`src/rtl/dsd_pkg.sv`:
```
package dsd_pkg;

  // One-hot state bit positions of the detector.
  localparam int ST_NONE  = 0;  // no useful suffix
  localparam int ST_1     = 1;  // suffix "1"
  localparam int ST_11    = 2;  // suffix "11"
  localparam int ST_110   = 3;  // suffix "110" (shared prefix)
  localparam int ST_1100  = 4;  // suffix "1100"
  localparam int ST_HIT_A = 5;  // "1101" just completed
  localparam int ST_HIT_B = 6;  // "11001" just completed
  localparam int NUM_ST   = 7;

  typedef logic [NUM_ST-1:0] dsd_state_t;

  localparam dsd_state_t RESET_STATE = dsd_state_t'(1) << ST_NONE;

endpackage

```
`src/rtl/dsd_rst_sync.sv`:
```
module dsd_rst_sync #(
  parameter int STAGES = 2
) (
  input  logic clk,
  input  logic rst_n,
  output logic rst_sync_n
);

  logic [STAGES-1:0] sync_q;

  // Assert immediately, release after STAGES rising edges.
  always_ff @(posedge clk or negedge rst_n) begin
    if (!rst_n) sync_q <= '0;
    else        sync_q <= {sync_q[STAGES-2:0], 1'b1};
  end

  assign rst_sync_n = sync_q[STAGES-1];

endmodule

```
`src/rtl/dsd_next_state.sv`:
```
module dsd_next_state
  import dsd_pkg::*;
(
  input  dsd_state_t st_q,
  input  logic       bit_i,
  output dsd_state_t st_d
);

  logic like_one;  // states whose retained suffix is a single "1"

  always_comb begin
    like_one = st_q[ST_1] | st_q[ST_HIT_A] | st_q[ST_HIT_B];
    st_d     = '0;
    st_d[ST_NONE]  = !bit_i & (st_q[ST_NONE] | st_q[ST_1100] | like_one);
    st_d[ST_1]     =  bit_i &  st_q[ST_NONE];
    st_d[ST_11]    =  bit_i & (st_q[ST_11] | like_one);
    st_d[ST_110]   = !bit_i &  st_q[ST_11];
    st_d[ST_1100]  = !bit_i &  st_q[ST_110];
    st_d[ST_HIT_A] =  bit_i &  st_q[ST_110];
    st_d[ST_HIT_B] =  bit_i &  st_q[ST_1100];
  end

endmodule

```
`src/rtl/dsd_state_reg.sv`:
```
module dsd_state_reg
  import dsd_pkg::*;
(
  input  logic       clk,
  input  logic       rst_sync_n,
  input  dsd_state_t st_d,
  output dsd_state_t st_q
);

  always_ff @(posedge clk or negedge rst_sync_n) begin
    if (!rst_sync_n) st_q <= RESET_STATE;
    else             st_q <= st_d;
  end

  // R6 relies on exactly one state being active at every edge.
  a_r6_onehot_state: assert property (@(posedge clk) disable iff (!rst_sync_n)
    $onehot(st_q))
    else $error("state vector not one-hot");

endmodule

```
`src/rtl/dual_seq_detect.sv`:
```
module dual_seq_detect
  import dsd_pkg::*;
#(
  parameter int SYNC_STAGES = 2
) (
  input  logic clk,
  input  logic rst_n,
  input  logic bit_i,
  output logic hit_a_o,
  output logic hit_b_o
);

  logic       rst_sync_n;
  dsd_state_t st_q;
  dsd_state_t st_d;

  dsd_rst_sync #(.STAGES(SYNC_STAGES)) u_rst (
    .clk        (clk),
    .rst_n      (rst_n),
    .rst_sync_n (rst_sync_n)
  );

  dsd_next_state u_next (
    .st_q  (st_q),
    .bit_i (bit_i),
    .st_d  (st_d)
  );

  dsd_state_reg u_reg (
    .clk        (clk),
    .rst_sync_n (rst_sync_n),
    .st_d       (st_d),
    .st_q       (st_q)
  );

  // Moore outputs: the terminal state flops drive the pins directly.
  assign hit_a_o = st_q[ST_HIT_A];
  assign hit_b_o = st_q[ST_HIT_B];

  a_r6_exclusive: assert property (@(posedge clk) disable iff (!rst_sync_n)
    !(hit_a_o && hit_b_o))
    else $error("both flags high");

  a_r2_single_cycle: assert property (@(posedge clk) disable iff (!rst_sync_n)
    hit_a_o |=> !hit_a_o)
    else $error("hit_a longer than one cycle");

  a_r3_single_cycle: assert property (@(posedge clk) disable iff (!rst_sync_n)
    hit_b_o |=> !hit_b_o)
    else $error("hit_b longer than one cycle");

  a_r2_last_bit: assert property (@(posedge clk) disable iff (!rst_sync_n)
    $rose(hit_a_o) |-> $past(bit_i) && $past(st_q[ST_110]))
    else $error("hit_a without 110 followed by 1");

  a_r3_last_bit: assert property (@(posedge clk) disable iff (!rst_sync_n)
    $rose(hit_b_o) |-> $past(bit_i) && $past(st_q[ST_1100]))
    else $error("hit_b without 1100 followed by 1");

  a_r1_reset_quiet: assert property (@(posedge clk)
    !rst_n |-> !hit_a_o && !hit_b_o)
    else $error("flag high during reset");

endmodule

```
`config.mk`:
```
export PLATFORM = sky130hd
export DESIGN_NAME = dual_seq_detect
export DESIGN_NICKNAME = d
export VERILOG_FILES = /design/src/rtl/dsd_pkg.sv /design/src/rtl/dsd_rst_sync.sv /design/src/rtl/dsd_next_state.sv /design/src/rtl/dsd_state_reg.sv /design/src/rtl/dual_seq_detect.sv
export SDC_FILE = /design/constraint.sdc
export NUM_CORES = 1
export LEC_CHECK = 0
export BUFFER_PORTS_ARGS = -buffer_cell sky130_fd_sc_hd__buf_4
export CAP_MARGIN = 0
export CORE_AREA = 2 2 39 41
export CTS_CLUSTER_SIZE = 40
export DETAILED_ROUTE_END_ITERATION = 16
export DIE_AREA = 0 0 41 43
export PLACE_DENSITY_LB_ADDON = 0.2
export SLEW_MARGIN = 20
export SYNTH_ARGS = -nofsm -noshare
export SYNTH_HDL_FRONTEND = slang
export SYNTH_HIERARCHICAL = 1
export SYNTH_SLANG_ARGS = --single-unit
```
`constraint.sdc`:
```
create_clock -name clk -period 1.2 [get_ports clk]
set_clock_uncertainty 0.1 [all_clocks]
set_input_delay 0.06 -clock clk [delete_from_list [all_inputs] [get_ports clk]]
set_output_delay 0.06 -clock clk [all_outputs]
set_load 0.03 [all_outputs]
```
; Word level (Yosys, flattened, before mapping)
; Cells that the tools add are included.
[word_totals]
out_inout_bits = 2
register_bits = 9
[classes]
n_reduce_logical = 1
bitwise = 12
[ops]
columns = operator, n
row1 = $and A1 B1 Y1, 7
row2 = $or A1 B1 Y1, 5
row3 = $logic_not A1 Y1, 1

; Longest topological paths before layout
; Gate-level depths: netlist of the first run.
[depth]
word_depth = 4
depth_mapped = 2

; Cells and area by module
; The synthesis of the first run kept the hierarchy.
[modules_own_cells]
columns = mod, cells_each, area_each_um2, instances
row1 = dsd_state_reg, 7, 176.4, 1
row2 = dsd_next_state, 9, 56.3, 1
row3 = dsd_rst_sync, 3, 53.8, 1

; Worst setup path after synthesis of the first run
; Ideal clock, no wire load.
[synth_timing]
path_kind = reg2reg
start = reg u_reg.st_q[5]
end = reg u_reg.st_q[2]
required_time_ns = 0.971
t_arrival_ns = 0.902
slack_ns = 0.069
setup_time_ns = 0.129
path_stages_with_launch = 2
synth_period_minus_slack_ns = 1.131
cell_sequence = dfrtp_1 o41a_1
[synth_via]
elab_chain_len = 4
[synth_rtl]
columns = item, line
row1 = from (decl), dsd_state_reg.sv:7  ; output dsd_state_t st_q
row2 = from (signal assigned), dsd_state_reg.sv:12  ; else st_q <= st_d;
row3 = $or A1 B1 Y1 (2 in a row), dsd_next_state.sv:12  ; like_one = st_q[ST_1] | st_q[ST_HIT_A] | st_q[ST_HIT_B];
row4 = $or A1 B1 Y1, dsd_next_state.sv:16  ; st_d[ST_11] = bit_i & (st_q[ST_11] | like_one);
row5 = $and A1 B1 Y1, dsd_next_state.sv:16
row6 = named net st_d[2], dual_seq_detect.sv:15  ; dsd_state_t st_d;
; The timed path passes the listed nets, and every way through them passes these cells.

; Worst setup path in the final report of the first run
; Same ends and word-level chain as after synthesis.

==> results of run 1 <==
per-stage QoR:
step	power, mW	cell area, um^2	setup WS (ps)	hold slack, ps
after floorplan	0.355	287	68.8	-336
after global placement	0.370	337	201	-257
after detailed placement	0.372	337	194	-256
after CTS	0.607	383	186	15.5
after global routing	0.625	383	159	26.2
final	0.590	383	191	8.87
kinds of logic (layout without fill, tap and decap cells):
group | Yosys count | in the layout
flops | 9 | 9
simple gates | 7 | 7
other cells | 1 | 1
compound gates | 2 | 2
buf+inv | 0 | 10
cell usage after synthesis:
master | count | area share, %
sky130_fd_sc_hd__nor3_1 | 1 | 1.7
sky130_fd_sc_hd__nor2b_1 | 2 | 4.4
sky130_fd_sc_hd__a21oi_1 | 1 | 1.7
sky130_fd_sc_hd__and2_1 | 3 | 6.6
sky130_fd_sc_hd__dfstp_2 | 1 | 9.2
sky130_fd_sc_hd__o41a_1 | 1 | 3.9
sky130_fd_sc_hd__dfrtp_1 | 8 | 70
sky130_fd_sc_hd__conb_1 | 1 | 1.3
sky130_fd_sc_hd__nor2_1 | 1 | 1.3
cell usage in the layout, fill, tap and decap left out:
| cell type | count |
|---|---|
| sky130_fd_sc_hd__dfstp_2 | 1 |
| sky130_fd_sc_hd__nor2_1 | 1 |
| sky130_fd_sc_hd__nor3_1 | 1 |
| sky130_fd_sc_hd__nor2b_1 | 2 |
| sky130_fd_sc_hd__dfrtp_1 | 8 |
| sky130_fd_sc_hd__o41a_1 | 1 |
| sky130_fd_sc_hd__and2_1 | 3 |
| sky130_fd_sc_hd__conb_1 | 1 |
| sky130_fd_sc_hd__a21oi_1 | 1 |
| sky130_fd_sc_hd__buf_4 | 4 |
| sky130_fd_sc_hd__clkbuf_1 | 1 |
| sky130_fd_sc_hd__dlygate4sd3_1 | 2 |
| sky130_fd_sc_hd__clkbuf_4 | 3 |
sequential cells by signal (all words and copies together) (netlist names):
name          count
u_reg/st_q        7
u_rst/sync_q      2
worst paths after layout:
kind / from / to / slack, ps / depth (start not counted)
hold / removal: u_rst/sync_q[1]$_DFF_PN0_ / u_reg/st_q[6]$_DFF_PN0_ / 9 / 0
setup reg to reg: u_reg/st_q[5]$_DFF_PN0_ / u_reg/st_q[2]$_DFF_PN0_ / 190 / 1
setup / recovery: u_reg/st_q[5]$_DFF_PN0_ / u_reg/st_q[2]$_DFF_PN0_ / 190 / 1
hold reg to reg: u_rst/sync_q[1]$_DFF_PN0_ / u_reg/st_q[6]$_DFF_PN0_ / 9 / 0
min in group clk: u_rst/sync_q[0]$_DFF_PN0_ / u_rst/sync_q[1]$_DFF_PN0_ / 250 / 0
max in group asynchronous: u_rst/sync_q[1]$_DFF_PN0_ / u_reg/st_q[0]$_DFF_PN1_ / 720 / 0
metal layers:
layer	wire length, um	part of all wire [%]	global-route usage, %	up-vias
met1	186	42	8.39	84
met3	22	5.0	1.57	0
met2	235	53	9.38	4
met4	0	0	8.00	0
li1	-	-	-	81
met5	0	0	0	-
final cells by class:
| cell class | count | share of cell area [%] |
|---|---|---|
| repair buffers | 6 | 13.1 |
| well taps | 16 | 5.23 |
| multi-input cells | 10 | 15.7 |
| clock buffers | 4 | 6.86 |
| flip-flops and latches | 9 | 59.2 |
what timing repair did:
item,CTS,global route
hold endpoints to repair,9,0
hold buffers,2,0
setup endpoints to repair,0,0
gates resized for setup,0,0
power groups by stage:
| stage | Sequential [mW] | Clock, mW | Combinational (mW) |
|---|---|---|---|
| after floorplan | 0.341 | 0 | 0.0142 |
| after global placement | 0.341 | 0 | 0.0296 |
| after detailed placement | 0.342 | 0 | 0.0301 |
| after CTS | 0.337 | 0.234 | 0.0354 |
| after global routing | 0.340 | 0.246 | 0.0389 |
| final | 0.336 | 0.219 | 0.0346 |
==> summary.log, run 1 <==
INFO  worst_setup_path critPathRequiredTime=1230ps
INFO  synthesis      synthesis.instances=19
INFO  power          vdd.ir_drop.worst=0.445mV
INFO  cts            path_clk_slew=60ps
INFO  worst_setup_path crit_path_cell_trace=o41a_1
INFO  worst_setup_path critical_path_buf_inv_count=0
INFO  cts            clock_sink_count=9
INFO  layout         layout-drive-gt1-share=27.6%
INFO  worst_setup_path timing.critical_path.from_type=flip-flop
INFO  floorplan      boundaryPins=5
INFO  cts            cts-root-to-sink-buffers=2
INFO  synthesis      synth_nets=22
INFO  route          detail_route.vias_per_cell=3.76
INFO  placed_design  gpl.final_weighted_congestion=0.608
INFO  timing         timing_hold_violations_final=0
INFO  synthesis      syn_area=287um^2
INFO  timing         setup_viol=0
INFO  layout         diodes=0
INFO  power          leakage=0.183nW
INFO  synthesis      synth_compound_area_share=5.68%
INFO  route          vias=169
INFO  cts            ctsRootBufferMaster=sky130_fd_sc_hd__clkbuf_4
INFO  synthesis      ys_types=9
INFO  power          pwr-share-clk=37.1%
INFO  placed_design  placed_cells=39
INFO  global_route   grt.overflow.total=0
INFO  layout         final_core_util=27.7%
INFO  synthesis      main_combinational_cell_family_by_area_after_synthesis=simple AND/OR/NAND/NOR gates
INFO  placed_design  io_buffers=4
INFO  synthesis      yosys_register_bits=9
INFO  route          detail_route.drc_violations=0
INFO  worst_setup_path critical_path.top_delay_family=compound AO/OA/AOI/OAI gates
INFO  layout         num-nets-final=33
INFO  cts            cts_tree=done
INFO  cts            tritoncts.num_buffers=3
INFO  floorplan      die_area=1760um^2
INFO  synthesis      synth-seq-area-share=79.0%
INFO  route          remaining_antenna_violation_count=0
INFO  route          drtPass1Iterations=4
INFO  power          internal_power=472uW
INFO  power          total_net_switching_power=118uW
INFO  cts            clock_latency=250ps
INFO  global_route   grt_pass1_wl=793um
INFO  layout         multi_input_comb_area=60.1um^2
INFO  timing         period_share=84.1%
INFO  floorplan      core_area=1380um^2
INFO  floorplan      floorplan_die_width=41um
INFO  status         outcome=complete, no violations
INFO  job            max-cap-violations=0
INFO  power          netSwitchingFraction=20.1%
INFO  floorplan      die_height=43um
INFO  route          drt-total-wl=444um
INFO  hold_path      min_path_type=reg -> async
INFO  synthesis      synth_mux_area_share=0%
INFO  floorplan      start_util=20.7%
INFO  worst_setup_path critPathCaptureType=flip-flop
INFO  global_route   antenna_found_initial=0
INFO  synthesis      ys.warnings.count=6
INFO  synthesis      mean_cell_area_of_the_mapped_netlist=15.1um^2
INFO  timing         timing.final.max_slew_violations=0
INFO  synthesis      synthAdderAreaFrac=0%
INFO  layout         synthToLayoutAreaGrowth=33.6%
INFO  timing         grt_setup_unrepaired=no
INFO  worst_setup_path critical_path.slowest_cell=sky130_fd_sc_hd__o41a_1
INFO  layout         final-seq-area=226um^2
INFO  layout         nFillCells=150
INFO  floorplan      placementRows=14
INFO  synthesis      synth_xor_area_share=0%
INFO  global_route   grt_use_total=7.12%
INFO  route          drtIter0Drc=1
INFO  layout         final-instance-count-excl-fill=45
INFO  global_route   vias_in_the_first_global_route=214
INFO  power          cellPowerDensity=1540nW/um^2
INFO  worst_setup_path crit_path_max_fanout=3
INFO  worst_setup_path critPathMaxStageDelay=400ps
INFO  cts            htree_num_levels=1
INFO  route          routedWlPerCell=9.87um
INFO  timing         fmaxAchievable=991MHz
INFO  synthesis      post_synth_and_or_nand_nor_area_fraction=14.0%
INFO  worst_setup_path critPathKind=reg -> reg
INFO  cts            post_cts.repair.setup_buffers=0
INFO  timing         finalCriticalPeriod=1010ps
INFO  worst_setup_path critical_path_arrival=1040ps
INFO  timing         setup_total_negative_slack=0ps
INFO  power          pwr-share-comb=5.9%
INFO  global_route   grt_max_degree=8
INFO  power          seq_power_share=57.0%
Power figures use the tool's default switching activity.
==> run 2, diff against run 1 <==
==> constraint.sdc (replaced) <==
create_clock -name clk -period 0.95 [get_ports clk]
set_clock_uncertainty 0.1 [all_clocks]
set_input_delay 0.0475 -clock clk [delete_from_list [all_inputs] [get_ports clk]]
set_output_delay 0.0475 -clock clk [all_outputs]
set_load 0.03 [all_outputs]
==> summary.log, run 2 (same netlist as run 1, synthesis figures left out) <==
INFO  power          totalPowerFinal=755uW [+28%]
INFO  timing         timing.final.max_slew_violations=0 [unchanged]
INFO  timing         period_share=105% [+21 points]
INFO  route          drtIter0Drc=1 [unchanged]
INFO  worst_setup_path crit_path_cell_trace=o41a_1
INFO  worst_setup_path critical_path_arrival=1030ps [about the same]
INFO  cts            ctsRootBufferMaster=sky130_fd_sc_hd__clkbuf_4
INFO  layout         nFillCells=147 [-2.0%]
INFO  route          remaining_antenna_violation_count=0 [unchanged]
INFO  cts            cts_tree=done
INFO  worst_setup_path critPathKind=reg -> reg
INFO  layout         postLayoutCellArea=399um^2 [+4.2%]
INFO  route          vias=172 [+1.8%]
INFO  route          detail_route.drc_violations=0 [unchanged]
INFO  worst_setup_path critical_path_buf_inv_count=0 [unchanged]
INFO  layout         layout-drive-gt1-share=33.3% [+5.7 points]
INFO  timing         grt_setup_unrepaired=yes
INFO  worst_setup_path critPathMaxStageDelay=410ps [about the same]
INFO  layout         layout.cells.most_common_list=7 x sky130_fd_sc_hd__dfrtp_1, 3 x sky130_fd_sc_hd__clkbuf_4, 3 x sky130_fd_sc_hd__buf_4, 3 x sky130_fd_sc_hd__and2_1
INFO  job            max-cap-violations=0 [unchanged]
INFO  power          leakage=0.188nW [+2.8%]
INFO  placed_design  gpl.final_weighted_congestion=0.622 [+2.2%]
INFO  hold_path      min_path_type=reg -> async
INFO  layout         diodes=0 [unchanged]
INFO  cts            cts-root-to-sink-buffers=2 [unchanged]
INFO  worst_setup_path critPathCaptureType=flip-flop
INFO  cts            tritoncts.num_buffers=3 [unchanged]
INFO  layout         reg_top3=u_reg/st_q x7, u_rst/sync_q x2
INFO  global_route   vias_in_the_first_global_route=165 [-23%]
INFO  timing         timing_hold_violations_final=0 [unchanged]
INFO  timing         worst_slack=-49.5ps [-241 ps]
INFO  worst_setup_path critical_path.slowest_cell=sky130_fd_sc_hd__o41a_1
INFO  floorplan      start_util=20.7% [unchanged]
INFO  global_route   antenna_found_initial=0 [unchanged]
INFO  placed_design  placement_stage_cell_area=338um^2 [+0.37%]
INFO  global_route   grt_max_degree=8 [unchanged]
INFO  layout         regMostFlops=u_reg/st_q
INFO  route          drtPass1Iterations=3 [-1]
INFO  layout         num-nets-final=34 [+3.0%]
INFO  cts            path_clk_slew=60ps [about the same]
INFO  power          vdd.ir_drop.worst=0.761mV [+71%]
INFO  status         outcome=complete, but fails checks
INFO  route          drt-total-wl=413um [-7.0%]
INFO  timing         finalCriticalPeriod=1000ps [-9.16 ps]
INFO  timing         setup_total_negative_slack=-54.9ps [-54.9 ps]
INFO  layout         largest_register_ff_count=7 [unchanged]
INFO  timing         setup_viol=2 [+2]
INFO  worst_setup_path critPathRequiredTime=980ps [-250 ps]
INFO  floorplan      die_height=43um [unchanged]
INFO  global_route   grt.overflow.total=0 [unchanged]
INFO  worst_setup_path critical_path.top_delay_family=compound AO/OA/AOI/OAI gates
INFO  layout         final-instance-count-excl-fill=46 [+2.2%]
INFO  floorplan      core_area=1380um^2 [unchanged]
INFO  worst_setup_path regToRegSetupSlack=-50ps [-240 ps]
INFO  power          cellPowerDensity=1890nW/um^2 [+23%]
INFO  placed_design  io_buffers=4 [unchanged]
INFO  layout         synthToLayoutAreaGrowth=39.3%
INFO  worst_setup_path crit_path_max_fanout=2 [-1]
INFO  floorplan      boundaryPins=5 [unchanged]
INFO  cts            clock_sink_count=9 [unchanged]
INFO  timing         fmaxAchievable=1000MHz [+0.92%]
INFO  placed_design  placed_cells=39 [unchanged]
INFO  status         failing_checks=negative setup slack
INFO  floorplan      placementRows=14 [unchanged]
INFO  worst_setup_path timing.critical_path.from_type=flip-flop
INFO  layout         layout_commonest_cell=sky130_fd_sc_hd__dfrtp_1
INFO  cts            clock_latency=250ps [about the same]
INFO  cts            htree_num_levels=1 [unchanged]
INFO  floorplan      floorplan_die_width=41um [unchanged]
INFO  route          detail_route.vias_per_cell=3.74 [-0.44%]
INFO  global_route   grt_pass1_wl=683um [-14%]
INFO  route          routedWlPerCell=8.98um [-9.0%]
INFO  global_route   grt_use_total=6.72% [-0.40 points]
INFO  floorplan      die_area=1760um^2 [unchanged]
[run 2: area by class of cell]
cell class	instances	area (um^2)	area share (%)
repair buffers	7	65.1	16.3
flip-flops and latches	9	228	57.1
clock buffers	4	26.3	6.58
multi-input cells	10	60.1	15.0
well taps	16	20.0	5.02
[run 2: path summary, 6_finish.rpt]
path	from	to	cells past startpoint
worst max-delay path	u_reg/st_q[2]$_DFF_PN0_	u_reg/st_q[2]$_DFF_PN0_	1
worst min-delay path	u_rst/sync_q[1]$_DFF_PN0_	u_reg/st_q[2]$_DFF_PN0_	0
worst min register to register	u_rst/sync_q[1]$_DFF_PN0_	u_reg/st_q[2]$_DFF_PN0_	0
min in group clk	u_rst/sync_q[0]$_DFF_PN0_	u_rst/sync_q[1]$_DFF_PN0_	0
max in group asynchronous	u_rst/sync_q[1]$_DFF_PN0_	u_reg/st_q[0]$_DFF_PN1_	0
worst max register to register	u_reg/st_q[2]$_DFF_PN0_	u_reg/st_q[2]$_DFF_PN0_	1
[run 2: what timing repair did]
| action | 4_1_cts | 5_1_grt |
|---|---|---|
| gates resized for setup | 2 | 0 |
| setup buffers | 0 | 1 |
| hold endpoints to repair | 9 | 0 |
| hold buffers | 2 | 0 |
| endpoints found under the setup margin | 3 | 4 |
[run 2: layer usage]
layer	vias to the layer above	GRT usage (%)	part of all wire [%]
met5	-	0	0
met4	0	4.00	0
met3	0	7.85	10
met2	6	6.88	40
met1	85	7.74	50
li1	81	-	-
[run 2: metrics by stage]
step                hold WS [ps]  worst slack, ps  util [%]
floorplan                   -348             -108         -
global placement            -270            -41.1      24.4
detailed placement          -268            -45.8      24.4
CTS                         8.26            -56.4      28.3
global route                15.7            -66.8      28.8
finish                      10.1            -49.5      28.8
[run 2: power by group]
| group | internal (mW) | total, mW | leakage (nW) | switching, mW |
|---|---|---|---|---|
| sequential | 0.409 | 0.424 | 0.115 | 0.0146 |
| clock | 0.161 | 0.280 | 0.0150 | 0.119 |
| combinational | 0.0319 | 0.0516 | 0.0576 | 0.0197 |
